--- src/rtl/hsr_pkg.sv ---
package hsr_pkg;
  typedef enum logic [2:0] {
    ST_IDLE,
    ST_SCOUT,
    ST_ACK1,
    ST_WAIT,
    ST_DATA,
    ST_ACK2
  } hsr_state_e;

  typedef struct packed {
    logic [7:0] net;
    logic [7:0] stn;
  } hsr_addr_t;

  localparam int HDR_LEN   = 4;
  localparam int SCOUT_LEN = 6;
  localparam int NFIELD    = 6;
endpackage

--- src/rtl/hsr_rx_parser.sv ---
module hsr_rx_parser
  import hsr_pkg::*;
#(
  parameter int CNT_W = 8
) (
  input  logic             clk,
  input  logic             rst_n,
  input  logic             rx_start,
  input  logic             rx_byte_vld,
  input  logic [7:0]       rx_byte,
  input  logic             rx_end,
  output logic             active,
  output logic [CNT_W-1:0] count,
  output hsr_addr_t        dst,
  output hsr_addr_t        src,
  output logic [7:0]       ctrl,
  output logic [7:0]       port
);
  localparam logic [CNT_W-1:0] CNT_MAX = {CNT_W{1'b1}};

  logic             active_q, active_d;
  logic [CNT_W-1:0] cnt_q, cnt_d;
  logic [7:0]       fld_q [NFIELD];

  always_comb begin
    active_d = active_q;
    cnt_d    = cnt_q;
    if (rx_start) begin
      active_d = 1'b1;
      cnt_d    = '0;
    end else if (rx_end) begin
      active_d = 1'b0;
    end else if (active_q && rx_byte_vld && cnt_q != CNT_MAX) begin
      cnt_d = cnt_q + 1'b1;
    end
  end

  always_ff @(posedge clk or negedge rst_n) begin
    if (!rst_n) begin
      active_q <= 1'b0;
      cnt_q    <= '0;
    end else begin
      active_q <= active_d;
      cnt_q    <= cnt_d;
    end
  end

  for (genvar g = 0; g < NFIELD; g++) begin : g_field
    logic fld_en;
    assign fld_en = active_q && rx_byte_vld && !rx_start && (cnt_q == CNT_W'(g));
    always_ff @(posedge clk or negedge rst_n) begin
      if (!rst_n)      fld_q[g] <= '0;
      else if (fld_en) fld_q[g] <= rx_byte;
    end
  end

  assign active  = active_q;
  assign count   = cnt_q;
  assign dst.stn = fld_q[0];
  assign dst.net = fld_q[1];
  assign src.stn = fld_q[2];
  assign src.net = fld_q[3];
  assign ctrl    = fld_q[4];
  assign port    = fld_q[5];

  // a long frame saturates the byte count instead of wrapping to a small length
  a_r2_count_saturates: assert property (@(posedge clk) disable iff (!rst_n)
    (active_q && rx_byte_vld && !rx_start && !rx_end && cnt_q == CNT_MAX) |=> (cnt_q == CNT_MAX));
endmodule

--- src/rtl/hsr_bit_timer.sv ---
module hsr_bit_timer #(
  parameter int LIMIT = 64
) (
  input  logic clk,
  input  logic rst_n,
  input  logic start,
  input  logic run,
  input  logic tick,
  output logic expired
);
  localparam int CW = $clog2(LIMIT + 1);
  localparam logic [CW-1:0] LIM = CW'(LIMIT);

  logic [CW-1:0] cnt_q, cnt_d;

  always_comb begin
    cnt_d = cnt_q;
    if (start)                          cnt_d = '0;
    else if (run && tick && cnt_q != LIM) cnt_d = cnt_q + 1'b1;
  end

  always_ff @(posedge clk or negedge rst_n) begin
    if (!rst_n) cnt_q <= '0;
    else        cnt_q <= cnt_d;
  end

  assign expired = run && (cnt_q == LIM);

  // the tick count never runs past the timeout limit
  a_r9_timer_bounded: assert property (@(posedge clk) disable iff (!rst_n)
    (cnt_q == LIM && !start) |=> (cnt_q == LIM));
endmodule

--- src/rtl/hsr_ctrl.sv ---
module hsr_ctrl
  import hsr_pkg::*;
#(
  parameter int CNT_W     = 8,
  parameter int TURN_BITS = 14
) (
  input  logic             clk,
  input  logic             rst_n,
  input  logic             bus_tick,
  input  hsr_addr_t        cfg_addr,
  input  logic             rx_start,
  input  logic             rx_byte_vld,
  input  logic [7:0]       rx_byte,
  input  logic             rx_end,
  input  logic             rx_crc_ok,
  input  logic             p_active,
  input  logic [CNT_W-1:0] p_count,
  input  hsr_addr_t        p_dst,
  input  hsr_addr_t        p_src,
  input  logic [7:0]       p_ctrl,
  input  logic [7:0]       p_port,
  input  logic             t_expired,
  output logic             t_start,
  output logic             t_run,
  output logic             tx_req,
  output logic [31:0]      tx_ack_bytes,
  output logic             host_scout_vld,
  output logic [7:0]       host_ctrl,
  output logic [7:0]       host_port,
  output hsr_addr_t        host_orig,
  output logic             host_data_vld,
  output logic [7:0]       host_data,
  output logic             host_xfer_ok,
  output logic             host_xfer_fail
);
  localparam logic [CNT_W-1:0] LEN_HDR   = CNT_W'(HDR_LEN);
  localparam logic [CNT_W-1:0] LEN_SCOUT = CNT_W'(SCOUT_LEN);
  localparam logic [CNT_W-1:0] IDX_SNET  = CNT_W'(HDR_LEN - 1);
  localparam int               TW        = $clog2(TURN_BITS + 2);

  hsr_state_e  state_q, state_d;
  logic        tx_fire, scout_fire, ok_fire, fail_fire;
  logic        stage_ld, orig_ld, dv_fire;
  logic        dst_match, hdr_ok;
  logic        tx_req_q, scout_q, ok_q, fail_q, dv_q;
  logic [7:0]  dbyte_q, ctrl_q, port_q;
  logic [31:0] stage_q;
  hsr_addr_t   orig_q;

  assign dst_match = (p_dst == cfg_addr);
  assign hdr_ok    = dst_match && (p_src == orig_q);

  always_comb begin
    state_d    = state_q;
    tx_fire    = 1'b0;
    scout_fire = 1'b0;
    ok_fire    = 1'b0;
    fail_fire  = 1'b0;
    stage_ld   = 1'b0;
    orig_ld    = 1'b0;
    t_start    = 1'b0;
    unique case (state_q)
      ST_IDLE: begin
        if (rx_start) state_d = ST_SCOUT;
      end
      ST_SCOUT: begin
        if (p_active && rx_byte_vld && !rx_start && p_count == IDX_SNET) stage_ld = 1'b1;
        if (rx_end && !rx_start) begin
          if (rx_crc_ok && p_count == LEN_SCOUT && dst_match) begin
            state_d    = ST_ACK1;
            scout_fire = 1'b1;
            orig_ld    = 1'b1;
          end else begin
            state_d = ST_IDLE;
          end
        end
      end
      ST_ACK1: begin
        if (bus_tick) begin
          tx_fire = 1'b1;
          t_start = 1'b1;
          state_d = ST_WAIT;
        end
      end
      ST_WAIT: begin
        if (rx_start) begin
          state_d = ST_DATA;
        end else if (t_expired) begin
          fail_fire = 1'b1;
          state_d   = ST_IDLE;
        end
      end
      ST_DATA: begin
        if (rx_end && !rx_start) begin
          if (rx_crc_ok && p_count >= LEN_HDR && hdr_ok) begin
            state_d = ST_ACK2;
          end else begin
            fail_fire = 1'b1;
            state_d   = ST_IDLE;
          end
        end
      end
      ST_ACK2: begin
        if (bus_tick) begin
          tx_fire = 1'b1;
          ok_fire = 1'b1;
          state_d = ST_IDLE;
        end
      end
      default: state_d = ST_IDLE;
    endcase
  end

  assign t_run   = (state_q == ST_WAIT);
  assign dv_fire = (state_q == ST_DATA) && p_active && rx_byte_vld && !rx_start
                   && (p_count >= LEN_HDR) && hdr_ok;

  always_ff @(posedge clk or negedge rst_n) begin
    if (!rst_n) begin
      state_q  <= ST_IDLE;
      tx_req_q <= 1'b0;
      scout_q  <= 1'b0;
      ok_q     <= 1'b0;
      fail_q   <= 1'b0;
      dv_q     <= 1'b0;
    end else begin
      state_q  <= state_d;
      tx_req_q <= tx_fire;
      scout_q  <= scout_fire;
      ok_q     <= ok_fire;
      fail_q   <= fail_fire;
      dv_q     <= dv_fire;
    end
  end

  always_ff @(posedge clk or negedge rst_n) begin
    if (!rst_n)        dbyte_q <= '0;
    else if (dv_fire)  dbyte_q <= rx_byte;
  end

  always_ff @(posedge clk or negedge rst_n) begin
    if (!rst_n)        stage_q <= '0;
    else if (stage_ld) stage_q <= {cfg_addr.net, cfg_addr.stn, rx_byte, p_src.stn};
  end

  always_ff @(posedge clk or negedge rst_n) begin
    if (!rst_n) begin
      orig_q <= '0;
      ctrl_q <= '0;
      port_q <= '0;
    end else if (orig_ld) begin
      orig_q <= p_src;
      ctrl_q <= p_ctrl;
      port_q <= p_port;
    end
  end

  // deadline watch: bus ticks seen while a reply is pending
  logic [TW-1:0] turn_q;
  always_ff @(posedge clk or negedge rst_n) begin
    if (!rst_n) turn_q <= '0;
    else if (state_q != ST_ACK1 && state_q != ST_ACK2) turn_q <= '0;
    else if (bus_tick) turn_q <= turn_q + 1'b1;
  end

  assign tx_req         = tx_req_q;
  assign tx_ack_bytes   = stage_q;
  assign host_scout_vld = scout_q;
  assign host_ctrl      = ctrl_q;
  assign host_port      = port_q;
  assign host_orig      = orig_q;
  assign host_data_vld  = dv_q;
  assign host_data      = dbyte_q;
  assign host_xfer_ok   = ok_q;
  assign host_xfer_fail = fail_q;

  // a pending reply is launched on the first bus tick
  a_r4_launch_on_tick: assert property (@(posedge clk) disable iff (!rst_n)
    ((state_q == ST_ACK1 || state_q == ST_ACK2) && bus_tick) |=> tx_req_q);
  // the reply never waits longer than the turnaround window
  a_r4_turn_window: assert property (@(posedge clk) disable iff (!rst_n)
    turn_q <= TW'(TURN_BITS));
  // no request without a pending reply
  a_r4_req_needs_pending: assert property (@(posedge clk) disable iff (!rst_n)
    tx_req_q |-> ($past(state_q) == ST_ACK1 || $past(state_q) == ST_ACK2));
  // the closing reply is only armed by a frame with a good CRC verdict
  a_r6_final_needs_crc: assert property (@(posedge clk) disable iff (!rst_n)
    (state_q == ST_ACK2 && $past(state_q) != ST_ACK2) |-> $past(rx_end && rx_crc_ok));
  // the staged acknowledgement matches the latched originator while a reply is pending
  a_r5_stage_matches: assert property (@(posedge clk) disable iff (!rst_n)
    (state_q == ST_ACK1) |-> (stage_q == {cfg_addr.net, cfg_addr.stn, orig_q.net, orig_q.stn}));
endmodule

--- src/rtl/handshake_responder.sv ---
module handshake_responder
  import hsr_pkg::*;
#(
  parameter int CNT_W        = 8,
  parameter int TURN_BITS    = 14,
  parameter int TIMEOUT_BITS = 64
) (
  input  logic        clk,
  input  logic        rst_n,
  input  logic        bus_tick,
  input  logic [7:0]  cfg_station,
  input  logic [7:0]  cfg_network,
  input  logic        rx_start,
  input  logic        rx_byte_vld,
  input  logic [7:0]  rx_byte,
  input  logic        rx_end,
  input  logic        rx_crc_ok,
  output logic        tx_req,
  output logic [31:0] tx_ack_bytes,
  output logic        host_scout_vld,
  output logic [7:0]  host_ctrl,
  output logic [7:0]  host_port,
  output logic [7:0]  host_orig_station,
  output logic [7:0]  host_orig_network,
  output logic        host_data_vld,
  output logic [7:0]  host_data,
  output logic        host_xfer_ok,
  output logic        host_xfer_fail
);
  hsr_addr_t        cfg_addr, p_dst, p_src, orig;
  logic             p_active, t_start, t_run, t_expired;
  logic [CNT_W-1:0] p_count;
  logic [7:0]       p_ctrl, p_port;

  assign cfg_addr.stn = cfg_station;
  assign cfg_addr.net = cfg_network;

  hsr_rx_parser #(.CNT_W(CNT_W)) u_parser (
    .clk(clk), .rst_n(rst_n),
    .rx_start(rx_start), .rx_byte_vld(rx_byte_vld), .rx_byte(rx_byte), .rx_end(rx_end),
    .active(p_active), .count(p_count), .dst(p_dst), .src(p_src),
    .ctrl(p_ctrl), .port(p_port)
  );

  hsr_bit_timer #(.LIMIT(TIMEOUT_BITS)) u_timer (
    .clk(clk), .rst_n(rst_n), .start(t_start), .run(t_run), .tick(bus_tick),
    .expired(t_expired)
  );

  hsr_ctrl #(.CNT_W(CNT_W), .TURN_BITS(TURN_BITS)) u_ctrl (
    .clk(clk), .rst_n(rst_n), .bus_tick(bus_tick), .cfg_addr(cfg_addr),
    .rx_start(rx_start), .rx_byte_vld(rx_byte_vld), .rx_byte(rx_byte),
    .rx_end(rx_end), .rx_crc_ok(rx_crc_ok),
    .p_active(p_active), .p_count(p_count), .p_dst(p_dst), .p_src(p_src),
    .p_ctrl(p_ctrl), .p_port(p_port),
    .t_expired(t_expired), .t_start(t_start), .t_run(t_run),
    .tx_req(tx_req), .tx_ack_bytes(tx_ack_bytes),
    .host_scout_vld(host_scout_vld), .host_ctrl(host_ctrl), .host_port(host_port),
    .host_orig(orig), .host_data_vld(host_data_vld), .host_data(host_data),
    .host_xfer_ok(host_xfer_ok), .host_xfer_fail(host_xfer_fail)
  );

  assign host_orig_station = orig.stn;
  assign host_orig_network = orig.net;

  // host pulses are never asserted together
  a_r1_pulses_exclusive: assert property (@(posedge clk) disable iff (!rst_n)
    $onehot0({host_scout_vld, host_xfer_ok, host_xfer_fail}));
endmodule

--- config.mk ---
export PLATFORM = sky130hd
export DESIGN_NAME = handshake_responder
export DESIGN_NICKNAME = d
export VERILOG_FILES = /design/src/rtl/hsr_pkg.sv /design/src/rtl/hsr_rx_parser.sv /design/src/rtl/hsr_bit_timer.sv /design/src/rtl/hsr_ctrl.sv /design/src/rtl/handshake_responder.sv
export SDC_FILE = /design/constraint.sdc
export NUM_CORES = 1
export LEC_CHECK = 0
export BUFFER_PORTS_ARGS = -buffer_cell sky130_fd_sc_hd__buf_2
export CAP_MARGIN = 20
export CORE_ASPECT_RATIO = 1.75
export CORE_MARGIN = 10
export CORE_UTILIZATION = 40
export DETAILED_ROUTE_END_ITERATION = 8
export PLACE_DENSITY = 0.6
export SYNTH_ARGS = -nofsm -noshare
export SYNTH_HDL_FRONTEND = slang
export SYNTH_SLANG_ARGS = --single-unit
--- constraint.sdc ---
create_clock -name clk -period 2.9 [get_ports clk]
set_input_delay 0.435 -clock clk [delete_from_list [all_inputs] [get_ports clk]]
set_output_delay 0.435 -clock clk [all_outputs]
set_load 0.02 [all_outputs]
[Word-level counts from Yosys, hierarchy flattened]
Cells that the tools add are included.
W data, S select, Z words.
Storage, ports and cells
  output and inout port bits: 77
  bits in registers: 144
Cells by class
  add/sub/neg operators: 2
  $lt $le $gt $ge: 1
  muxes and demuxes: 31
  reduce and logical (&&, ||, !) cells: 32
  eq/ne operators: 23
Operator list (number)
  $eq A16 B16 Y1: 2
  $eq A8 B3 Y1 const B: 3
  $mux W3: 8
  $mux W8: 3
  $logic_and A1 B1 Y1: 23
  $pmux W3 S6: 1
  $eq A8 B2 Y1 const B: 2
  $mux W1: 15
  $mux W7: 2
  $add A8 B1 Y8 const B: 1
  $eq A8 B1 Y1 const B: 1
  $ge A8 B3 Y1 const B: 1
  $logic_not A8 Y1: 1
  $ne A2 B2 Y1 const B: 4
  $ne A8 B8 Y1 const B: 1
  $add A7 B1 Y7 const B: 1
  $eq A7 B7 Y1 const B: 1
  $ne A7 B7 Y1 const B: 1
  $eq A3 B2 Y1 const B: 2
  $eq A3 B3 Y1 const B: 2
  $reduce_and A6 Y1: 1
  $reduce_bool A2 Y1: 3
  $ne A2 B1 Y1 const B: 2
  $eq A3 B1 Y1 const B: 1
  other kinds (7): 7

[Depth between registers and ports, before layout]
  depth after elaboration: 6
  gate-level depth with buffers: 8
  mapped depth without buffers: 7

[Cells and area by module]
From an unflattened synthesis, not the netlist that was laid out.
Second synthesis, totals
  cell total of the unflattened synthesis: 469
  area, all modules: 6498.7 um^2
Modules (own cells, without submodules)
  hsr_ctrl: seq. area each 2001.9 um^2, area an instance 3584.7 um^2, cells an instance 256, times used 1
  hsr_rx_parser: seq. area each 1426.4 um^2, area an instance 2506.2 um^2, cells an instance 168, times used 1
  hsr_bit_timer: seq. area each 175.2 um^2, area an instance 407.9 um^2, cells an instance 45, times used 1

[Worst setup path before layout]
OpenSTA, ideal clock, no wires.
  path type: reg-to-reg
  start: reg u_parser.cnt_q[5] (netlist: u_parser.count[5])
  end: reg u_ctrl.stage_q[10] (netlist: u_ctrl.tx_ack_bytes[10])
  library setup time: 0.125 ns
  path slack: 0.370 ns
  data required time: 2.775 ns
  path buffers: 2
  stages on the path, launching flop included: 8
  arrival: 2.405 ns
  cell sequence: dfrtp_1 > or4_4 > nor3_4 > nand3_4 > or4b_1 > buf_2 > buf_6 > mux2_4
Between the ends
  word-level cells in the longest chain between the ends: 4
RTL lines
  from (decl): RTL line hsr_rx_parser.sv:22  | logic [CNT_W-1:0] cnt_q, cnt_d;
  from (signal assigned): RTL line hsr_rx_parser.sv:44  | cnt_q <= cnt_d;
  $eq A8 B2 Y1: RTL line hsr_ctrl.sv:67  | if (p_active && rx_byte_vld && !rx_start && p_count == IDX_SNET) stage_ld = 1'b1;
  $logic_and A1 B1 Y1: RTL line hsr_ctrl.sv:67
  $mux W1: RTL line hsr_ctrl.sv:67
  $mux W1: RTL line hsr_ctrl.sv:62  | unique case (state_q)
  to (signal assigned): RTL line hsr_ctrl.sv:143  | else if (stage_ld) stage_q <= {cfg_addr.net, cfg_addr.stn, rx_byte, p_src.stn};
  to (decl): RTL line hsr_ctrl.sv:47  | logic [31:0] stage_q;
Every way passes these cells.
A chain may end at the register's enable or synchronous reset.

[Worst setup path after layout]
  start: reg u_parser.cnt_q[3] (netlist: u_parser.count[3])
  end: reg u_ctrl.stage_q[27] (netlist: u_ctrl.tx_ack_bytes[27])
The elaborated chain is that of the path after synthesis.

==> metrics.md <==
| Metric | Value |
|---|---|
| Outcome | `complete, no violations` |
| CP arrival | `about 2.9 ns` |
| Routability Congestion | `roughly 0.82` |
| Via/cell ratio | `5.14` |
| DR pass1 iterations | `4` |
| # port buffers | `~110` |
| Slew HR | `between 40% and 50%` |
| Crit path max fanout | `21` |
| Wire length per cell | `slightly below 20 um` |
| Final-report setup violation count | `0` |
| Worst-margin pin slew | `approximately 0.86 ns` |
| Worst hold path type | `in2async` |
| Lkg Pwr | `about 4.1 nW` |
| Non-Filler Instances | `767` |
| Total grt overflow | `0` |
| #FFs+latches synth | `between 100 and 150` |
| Post-route cell area | `7650 um^2` |
| CP max stage delay | `between 0.6 and 0.7 ns` |
| Longest Clk Path Bufs | `2` |
| CTS Root Cell | `clkbuf_16` |
| Fin. Hold Viols | `0` |
| Setup crit end kind | `flip-flop` |
| Crit path launch type | `flip-flop` |
| First-pass GRT wire length | `between 20,000 and 25,000 um` |
| Die height | `186 um` |
| Postcts setup bufs | `0` |
| Post-synthesis sequential area ratio | `between 50% and 60%` |
| Vias in the first global route | `4,477` |
| Power density cells | `619 nW/um^2` |
| CTS tree | `yes` |
| DP Area | `roughly 7000 um^2` |
| Die area | `about 21,000 um^2` |
| Total CTS buffers | `17` |
| Total track usage | `about 15%` |
| Maximum VDD drop | `between 0.3 and 0.4 mV` |
| DRC Markers | `0` |
| Setup_tns | `0 ns` |
| CTS clk-pin slew, worst paths | `0.06 ns` |
| Mapped Nets | `a little under 500` |
| Placed Cells | `737` |
| H-tree levels | `4` |
| IO Count | `between 100 and 150` |
| Clock Skews | `0.00969 ns` |
| Chip width | `between 100 and 150 um` |
| Crit-path cells | `or4_4 > nor3_4 > nand3_4 > or4b_2 > buf_4 > mux2_4` |
| Crit Reg-Reg Endpoint | `u_ctrl.tx_ack_bytes[27]$_DFFE_PN0P_` |
| Post-DP HPWL | `around 11,000 um` |
| Syn. warnings | `0` |
| Ratio of cells with drive above 1 in the final layout | `between 40% and 50%` |
| Max-cap violation count | `0` |
| Clock Sinks | `144` |
| FF-to-FF setup slack | `approximately 0.25 ns` |
| CP Data Required Time | `between 3 and 4 ns` |
| Post-synthesis cell count | `roughly 450` |
| Post-synthesis area per instance | `14.1 um^2` |
| Initial antenna violation count | `2` |
| Hold_buf cts | `0` |
| Synth cell types | `between 40 and 50` |
| Largest net degree at the start of global routing | `92` |
| Crit path kind | `reg2reg` |
| R2r worst-path depth | `6` |
| Nets@finish | `607` |
| Min cycle time layout | `around 2.7 ns` |
| Area of the core | `15,400 um^2` |
| Area grow syn2layout | `21.7%` |
| Starting DRT DRC Count | `approximately 170` |
| Slowest CP cell | `or4b_2` |
| Launching point of the worst reg2reg path | `u_parser.count[3]$_DFFE_PN0P_` |
| Max Transition Viols Final | `0` |
| Initial Utilization | `40.8%` |
| Detail Route Antenna Nets | `0` |
| Unrepaired setup endpoints after global routing | `no` |
| Synthesized area | `between 6000 and 7000 um^2` |
| Post-CTS sizing | `0` |
| Clock Latency Late Sink | `0.41 ns` |
| Fmax | `between 300 and 400 MHz` |
| DR vias | `3,941` |
| Final WL | `between 15,000 and 20,000 um` |
| Final Cycle Share | `approximately nine tenths` |
| Row cnt | `60` |
## where the power goes
| part | leakage, nW | switching, mW | internal [mW] | total [mW] |
|---|---|---|---|---|
| logic | 1.87 | 0.211 | 0.187 | 0.398 |
| registers | 1.97 | 0.104 | 2.12 | 2.23 |
| clock network | 0.274 | 0.768 | 1.34 | 2.11 |
## worst max-delay path: cells and delay by family (launching register included)
| family | cells | cell delay (ns) |
|---|---|---|
| flip-flops | 1 | 0.43 |
| AND/OR/NAND/NOR | 4 | 1.47 |
| buffers and inverters | 1 | 0.28 |
| multiplexers | 1 | 0.34 |
## area by class of cell
cell class / count / area, um^2
multi-input combinational: 282 / 2580
clock inverter: 5 / 80.1
inverter: 8 / 30.0
tap: 186 / 233
antenna: 1 / 2.50
fill: 1343 / 7740
timing repair buffer: 117 / 629
clock buffer: 24 / 492
sequential: 144 / 3600
## through the flow
stage | hold slack (ns) | total power, mW | setup WS [ns] | utilization (%)
floorplan | 0.139 | 2.49 | 0.370 | -
global placement | 0.484 | 2.65 | 0.292 | 46.0
detailed placement | 0.490 | 2.67 | 0.254 | 46.0
CTS | 0.137 | 4.80 | 0.243 | 49.7
global route | 0.168 | 4.95 | 0.180 | 49.7
finish | 0.0974 | 4.74 | 0.246 | 49.7
## per-layer routing
metal	vias to the layer above	share of wire (%)	track usage (%)
met2	75	54	26.5
met3	11	4.5	4.09
met1	2027	40	16.4
met4	2	1.2	5.27
met5	-	0.072	0
li1	1826	-	-
## cell usage after synthesis, drive strengths merged
master  instances  area share [%]
a22oi           2            0.24
and3            3            0.30
xnor2          12             1.7
ha              6             1.2
o41ai           1            0.14
nand4b          3            0.42
mux2i           2            0.32
or2             2            0.20
mux2          120              23
nor2           25             1.5
clkbuf          9            0.54
a32o            1            0.16
dfrtp         144              57
nor3b           2            0.24
xor2           32             4.5
nor3            6            0.66
a21oi           3            0.24
o22ai           1            0.10
or3             1            0.10
and2            3            0.30
o211ai          1            0.12
or4b            1            0.16
o32ai           1            0.14
o21a            1            0.12
nand2          12            0.72
nand3          12             1.2
nor2b           2            0.20
buf             4            0.62
inv             8            0.48
nand4           2            0.20
nor4           12             1.3
o21ai           6            0.48
or4             2            0.30
nor4b           1            0.14
nor4bb          1            0.16
nand2b          3            0.30
## flip-flops by register name, indices dropped and copies added (netlist names), 16 cells and up
name,count
u_ctrl.tx_ack_bytes,32
u_parser.dst,16
u_parser.src,16
u_ctrl.host_orig,16
## logic make-up after synthesis
logic type	after synthesis	share of synthesized area [%]
multiplexers	122	23.6
AO/OA/AOI/OAI	17	1.73
flip-flops	144	57.4
AND/OR/NAND/NOR	93	8.33
XOR/XNOR	44	6.13
adder cells (fa/ha/maj)	6	1.19
buffers and inverters	21	1.63
## layout by cell type (no fill, tap or decap), types with 2 or more instances in the layout
cell type   count
dfrtp_1       144
buf_2         106
mux2_2         90
xor2_1         32
mux2_4         30
nor2_1         25
clkbuf_16      17
nand2_1        12
xnor2_1        12
nor4_1         11
nand3_1        11
buf_4           9
inv_1           8
o21ai_0         6
ha_1            6
nor3_1          5
clkbuf_8        4
and2_1          3
nand2b_1        3
nand4b_1        3
and3_1          3
a21oi_1         3
clkbuf_1        3
or2_2           2
nand4_1         2
nor3b_1         2
nor2b_1         2
mux2i_1         2
a22oi_1         2
clkinvlp_4      2
bufinv_16       2
## how the worst max path moves through the flow
stage	startpoint	endpoint	slack (ns)	cells after the start
final	u_parser.count[3]$_DFFE_PN0P_	u_ctrl.tx_ack_bytes[27]$_DFFE_PN0P_	0.25	6
after floorplan	u_parser.count[5]$_DFFE_PN0P_	u_ctrl.tx_ack_bytes[10]$_DFFE_PN0P_	0.37	7
after CTS	u_parser.count[3]$_DFFE_PN0P_	u_ctrl.tx_ack_bytes[16]$_DFFE_PN0P_	0.24	6
after global routing	u_parser.count[3]$_DFFE_PN0P_	u_ctrl.tx_ack_bytes[21]$_DFFE_PN0P_	0.18	6
after detailed placement	u_parser.count[5]$_DFFE_PN0P_	u_ctrl.tx_ack_bytes[25]$_DFFE_PN0P_	0.25	6
after global placement	u_parser.count[5]$_DFFE_PN0P_	u_ctrl.tx_ack_bytes[14]$_DFFE_PN0P_	0.29	6
Power figures use the tool's default switching activity.
